### src/rtl/div_pkg.sv
// Package: shared default dimensions of the pulse-swallow divider.
// Assumes: the prescaler base modulus is also the smallest legal main
// setting, so the swallow count never exceeds the main count.
package div_pkg;
    localparam int DEF_PRE_BASE = 32;  // low modulus of the prescaler
    localparam int DEF_SW_W     = 5;   // swallow setting width
    localparam int DEF_MN_W     = 11;  // main setting width
endpackage

### src/rtl/dual_mod_prescaler.sv
// Module: dual-modulus prescaler, divides by BASE or BASE+1.
// Assumes: mod_hi_next is valid whenever the counter reloads (reset,
// period restart or terminal count) and picks the length of the next
// prescaler cycle. tc is high in the last input cycle of each prescaler cycle.
module dual_mod_prescaler #(
    parameter int BASE = div_pkg::DEF_PRE_BASE
) (
    input  logic clk,
    input  logic rst_n,
    input  logic restart,
    input  logic mod_hi_next,
    output logic tc
);
    localparam int CW = $clog2(BASE + 1);

    logic [CW-1:0] cnt;
    logic [CW-1:0] reload_val;

    // Purpose: reload value gives a cycle of BASE+1 or BASE input clocks.
    always_comb begin
        reload_val = mod_hi_next ? CW'(BASE) : CW'(BASE - 1);
    end

    // Purpose: count down and reload on reset, restart or terminal count.
    always_ff @(posedge clk) begin
        if (!rst_n || restart || tc) begin
            cnt <= reload_val;
        end else begin
            cnt <= cnt - 1'b1;
        end
    end

    assign tc = (cnt == '0);
endmodule

### src/rtl/swallow_ctr.sv
// Module: swallow counter; drives the prescaler modulus control.
// Assumes: decremented once per prescaler terminal count, and loaded with
// the swallow setting at each period restart. While it is non-zero the
// prescaler runs at its high modulus.
module swallow_ctr #(
    parameter int W = div_pkg::DEF_SW_W
) (
    input  logic         clk,
    input  logic         rst_n,
    input  logic         restart,
    input  logic         tc,
    input  logic [W-1:0] s_cfg,
    output logic         mod_hi_next
);
    logic [W-1:0] sw_cnt;

    // Purpose: load on restart, count swallowed cycles down to zero.
    always_ff @(posedge clk) begin
        if (!rst_n || restart) begin
            sw_cnt <= s_cfg;
        end else if (tc && (sw_cnt != '0)) begin
            sw_cnt <= sw_cnt - 1'b1;
        end
    end

    // Purpose: modulus of the prescaler cycle that begins after this edge.
    always_comb begin
        if (!rst_n || restart) begin
            mod_hi_next = (s_cfg != '0);
        end else if (tc) begin
            mod_hi_next = (sw_cnt > W'(1));
        end else begin
            mod_hi_next = (sw_cnt != '0);
        end
    end
endmodule

### src/rtl/main_ctr.sv
// Module: main counter; ends the period after M prescaler cycles.
// Assumes: m_cfg below MIN is raised to MIN. period_end is high in the
// final input cycle of the period and doubles as the restart request.
module main_ctr #(
    parameter int W   = div_pkg::DEF_MN_W,
    parameter int MIN = div_pkg::DEF_PRE_BASE
) (
    input  logic         clk,
    input  logic         rst_n,
    input  logic         tc,
    input  logic [W-1:0] m_cfg,
    output logic         period_end
);
    logic [W-1:0] mn_cnt;
    logic [W-1:0] m_eff;

    // Purpose: clamp the main setting to its legal minimum.
    always_comb begin
        m_eff = (m_cfg < W'(MIN)) ? W'(MIN) : m_cfg;
    end

    // Purpose: load at restart, count prescaler cycles down.
    always_ff @(posedge clk) begin
        if (!rst_n || period_end) begin
            mn_cnt <= m_eff;
        end else if (tc) begin
            mn_cnt <= mn_cnt - 1'b1;
        end
    end

    assign period_end = tc && (mn_cnt == W'(1));
endmodule

### src/rtl/pulse_swallow_divider.sv
// Module: top of the pulse-swallow divider; period = BASE*M + S cycles.
// Assumes: swallow_cfg and main_cfg come from registers and may change at
// any time; they are used only at a period restart. Reset is synchronous
// and active low.
module pulse_swallow_divider #(
    parameter int PRE_BASE = div_pkg::DEF_PRE_BASE,
    parameter int SW_W     = div_pkg::DEF_SW_W,
    parameter int MN_W     = div_pkg::DEF_MN_W
) (
    input  logic            clk_in,
    input  logic            rst_n,
    input  logic [SW_W-1:0] swallow_cfg,
    input  logic [MN_W-1:0] main_cfg,
    output logic            div_pulse
);
    logic presc_tc;
    logic mod_hi_next;
    logic period_end;

    dual_mod_prescaler #(.BASE(PRE_BASE)) u_presc (
        .clk         (clk_in),
        .rst_n       (rst_n),
        .restart     (period_end),
        .mod_hi_next (mod_hi_next),
        .tc          (presc_tc)
    );

    swallow_ctr #(.W(SW_W)) u_swallow (
        .clk         (clk_in),
        .rst_n       (rst_n),
        .restart     (period_end),
        .tc          (presc_tc),
        .s_cfg       (swallow_cfg),
        .mod_hi_next (mod_hi_next)
    );

    main_ctr #(.W(MN_W), .MIN(PRE_BASE)) u_main (
        .clk        (clk_in),
        .rst_n      (rst_n),
        .tc         (presc_tc),
        .m_cfg      (main_cfg),
        .period_end (period_end)
    );

    // Purpose: register the end-of-period strobe as the output pulse.
    always_ff @(posedge clk_in) begin
        if (!rst_n) begin
            div_pulse <= 1'b0;
        end else begin
            div_pulse <= period_end;
        end
    end
endmodule

### config.mk
export PLATFORM = sky130hd
export DESIGN_NAME = pulse_swallow_divider
export DESIGN_NICKNAME = d
export VERILOG_FILES = /design/src/rtl/div_pkg.sv /design/src/rtl/dual_mod_prescaler.sv /design/src/rtl/swallow_ctr.sv /design/src/rtl/main_ctr.sv /design/src/rtl/pulse_swallow_divider.sv
export SDC_FILE = /design/constraint.sdc
export NUM_CORES = 1
export LEC_CHECK = 0
export BUFFER_PORTS_ARGS = -buffer_cell sky130_fd_sc_hd__buf_2
export CAP_MARGIN = 20
export CORE_MARGIN = 3
export CORE_UTILIZATION = 35
export CTS_CLUSTER_DIAMETER = 80
export DETAILED_ROUTE_END_ITERATION = 6
export SLEW_MARGIN = 30
export SYNTH_ARGS = -nofsm -noshare
export SYNTH_HDL_FRONTEND = slang
export SYNTH_SLANG_ARGS = --single-unit
### constraint.sdc
create_clock -name clk_in -period 2.4 [get_ports clk_in]
set_input_delay 0 -clock clk_in [delete_from_list [all_inputs] [get_ports clk_in]]
set_output_delay 0 -clock clk_in [all_outputs]
set_load 0.01 [all_outputs]
==> impl_metrics.py <==
metrics = {
    "worst_setup_path": {
        "critPathArrivalTime_ns": 2.15,
        "cp-start-kind": "flop",
        "crit_end": "u_main.mn_cnt[7]",
        "path_class": "reg -> reg",
        "r2r_end": "u_main.mn_cnt[7]",
        "r2r.worst_path.cells": 7,
        "crit_path_start": "u_main.mn_cnt[1]",
        "cp_slowest_cell": "edfxtp_1",
        "required_ns": 2.42,
        "reg2reg_from": "u_main.mn_cnt[1]",
        "critical-path-top-delay-family": "simple AND/OR/NAND/NOR gates",
        "reg2reg_slack_ns": 0.27,
        "cp_max_fo": 11,
        "cpPeakStageDelay_ns": 0.41,
        "cp.buffers_inverters": 2,
        "end_kind": "flop",
        "worstPathCellList": "inv_1, ha_1, nor3b_1, nand4b_4, o21ai_4, buf_4, mux2_2",
        "path_depth": 7,
    },
    "finish": {
        "regArea_um2": 621,
        "drive_above_1_share": 0.247,
        "multi_input_area_um2": 726,
        "fillerInstances": 359,
        "areaGrowthSynthToFinish_pct": 13.7,
        "nets": 175,
        "num_antenna_cells": 0,
    },
    "global_routing": {
        "grt_max_degree": 18,
        "grt_pass1_vias": 999,
        "track_usage": 0.112,
        "overflow": 0,
        "antenna_found_initial": 0,
        "grt_first_pass_wirelength_mm": 4.47,
    },
    "power": {
        "switching_share": 0.306,
        "intPower_w": 0.000812,
        "seqPwrFrac": 0.519,
        "combinationalPowerShare": 0.272,
        "power.density_nw_per_um2": 732,
        "switchingPower_w": 0.000358,
        "ir_drop_uv": 401,
        "cellLeakagePower_nw": 0.661,
        "clkPwrFrac": 0.208,
        "p_total_w": 0.00117,
    },
    "logic_synthesis": {
        "netlist_area_um2": 1410,
        "synth_commonest_cells": "16 x edfxtp_1, 14 x nand2_1, 11 x xnor2_1",
        "synth_edf_count": 16,
        "synth-seq-area-share": 0.442,
        "yosysMostFrequentCell": "edfxtp_1",
        "async_reset_ff_frac": 0,
        "synth_seq_cells": 23,
        "synth_top_cell_by_area": "edfxtp_1",
        "synth-warning-count": 0,
        "synth.top_cell.area_share": 0.342,
        "synth_flop_cell": "edfxtp_1",
        "ys_types": 29,
        "ys_top_cells_by_area": "edfxtp_1 34%, dfxtp_1 10%, xnor2_1 6.9%",
        "synth_fp_nets": 151,
        "avgSynthCellArea_um2": 11.1,
        "syn_inst": 127,
    },
    "drt": {
        "vias_per_cell": 4.86,
        "drt_first_pass_iters": 4,
        "drc_errors": 0,
        "wire_per_inst_um": 12.9,
        "ant_nets": 0,
        "via_count": 962,
        "drt_iter0_drc": 35,
        "routed_wirelength_mm": 2.55,
    },
    "clocking": {
        "cts-root-buf": "clkbuf_8",
        "clk_pin_slew_ns": 0.08,
        "post-cts-setup-buffer-count": 0,
        "cts-resized-gates": 0,
        "cts_inserted_buffers": 3,
        "clk_path_buf_depth": 2,
        "htree_levels": 1,
        "clk_latency_ns": 0.27,
        "tritoncts": "done",
        "postCtsHoldBufs": 0,
        "cts.sinks": 23,
    },
    "sta": {
        "max-slew-margin-rel": 0.554,
        "finalCritPeriodShare": 0.889,
        "rsz0062_at_grt": "false",
        "fin_setup_tns_ns": 0,
        "hold_viol_final": 0,
        "clock_skew_ns": 0.00701,
        "slew_violations": 0,
        "tightest_slew_ns": 0.667,
        "min_period_ns": 2.13,
        "setup_viol": 0,
        "fmax_ghz": 0.469,
    },
    "job": {
        "cap_violations": 0,
    },
    "placed_design": {
        "place.gp.congestion": 0.810,
        "portBuffers": 18,
        "hpwl_mm": 1.97,
    },
    "floorplan": {
        "ios": 19,
        "start_util": 0.373,
        "core_um2": 3770,
        "rows": 22,
        "die_w_um": 69.4,
        "fp.dieH_um": 69.4,
        "dieArea_um2": 4810,
    },
    "run_status": {
        "status": "finished, final reports clean",
    },
    "hold_path": {
        "hp-class": "in -> reg",
    },
}
[routing by layer]
layer	global-route usage	routed length (um)
met1	0.148	1280
met2	0.183	1190
met3	0.0188	48
met4	0.0390	24
met5	0	0
[metrics by stage]
| stage | cell area, um^2 | utilization | setup WS [ns] | hold slack (ns) | instances |
|---|---|---|---|---|---|
| floorplan | 1410 | - | 0.340 | 0.154 | 127 |
| global placement | 1550 | 0.412 | 0.307 | 0.322 | 194 |
| detailed placement | 1550 | 0.412 | 0.257 | 0.326 | 194 |
| CTS | 1600 | 0.424 | 0.248 | 0.0489 | 198 |
| global route | 1600 | 0.424 | 0.160 | 0.0539 | 198 |
| finish | 1600 | 0.424 | 0.266 | 0.0523 | 198 |
[flip-flops by register name (all words and copies together) (netlist names)]
| name | flops |
|---|---|
| u_swallow.sw_cnt | 5 |
| div_pulse | 1 |
| u_presc.cnt | 6 |
| u_main.mn_cnt | 11 |
[layout make-up]
cell class,instances,area share
Clock buffer,4,0.0282
Timing Repair Buffer,21,0.0705
Tap cell,48,0.0376
Multi-Input combinational cell,93,0.454
Sequential cell,23,0.388
Inverter,9,0.0211
[kinds of logic (layout without fill, tap and decap cells)]
| family | count (synthesis) | in the layout | synth area share |
|---|---|---|---|
| simple gates | 44 | 44 | 0.177 |
| flops | 23 | 23 | 0.442 |
| compound gates | 11 | 11 | 0.0623 |
| buf+inv | 11 | 34 | 0.0418 |
| fa+ha+maj | 6 | 6 | 0.0534 |
| xor+xnor | 16 | 16 | 0.0997 |
| mux | 16 | 16 | 0.124 |
[cell usage in the layout, fill, tap and decap left out, types with 5 or more instances in the layout]
| cell type | count |
|---|---|
| buf_2 | 18 |
| dfxtp_1 | 7 |
| edfxtp_1 | 16 |
| ha_1 | 6 |
| inv_1 | 9 |
| mux2_2 | 7 |
| mux2i_1 | 8 |
| nand2_1 | 14 |
| nand3_1 | 5 |
| nor2_1 | 8 |
| nor3_1 | 6 |
| o211ai_1 | 5 |
| xnor2_1 | 11 |
| xor2_1 | 5 |
[power by group through the flow]
stage	Sequential (W)	Combinational, W	Clock, W
floorplan	0.000598	0.000260	0
global placement	0.000614	0.000312	0
detailed placement	0.000616	0.000320	0
CTS	0.000608	0.000323	0.000251
global route	0.000621	0.000363	0.000268
finish	0.000607	0.000319	0.000244
[worst min path at each step]
stage	start	to	cells past startpoint
detailed placement	swallow_cfg[4]	u_swallow.sw_cnt[4]	2
floorplan	rst_n	div_pulse	2
CTS	swallow_cfg[0]	u_swallow.sw_cnt[0]	2
global route	main_cfg[10]	u_main.mn_cnt[10]	2
global placement	swallow_cfg[0]	u_swallow.sw_cnt[0]	2
finish	swallow_cfg[4]	u_swallow.sw_cnt[4]	2
Power figures use the tool's default switching activity.
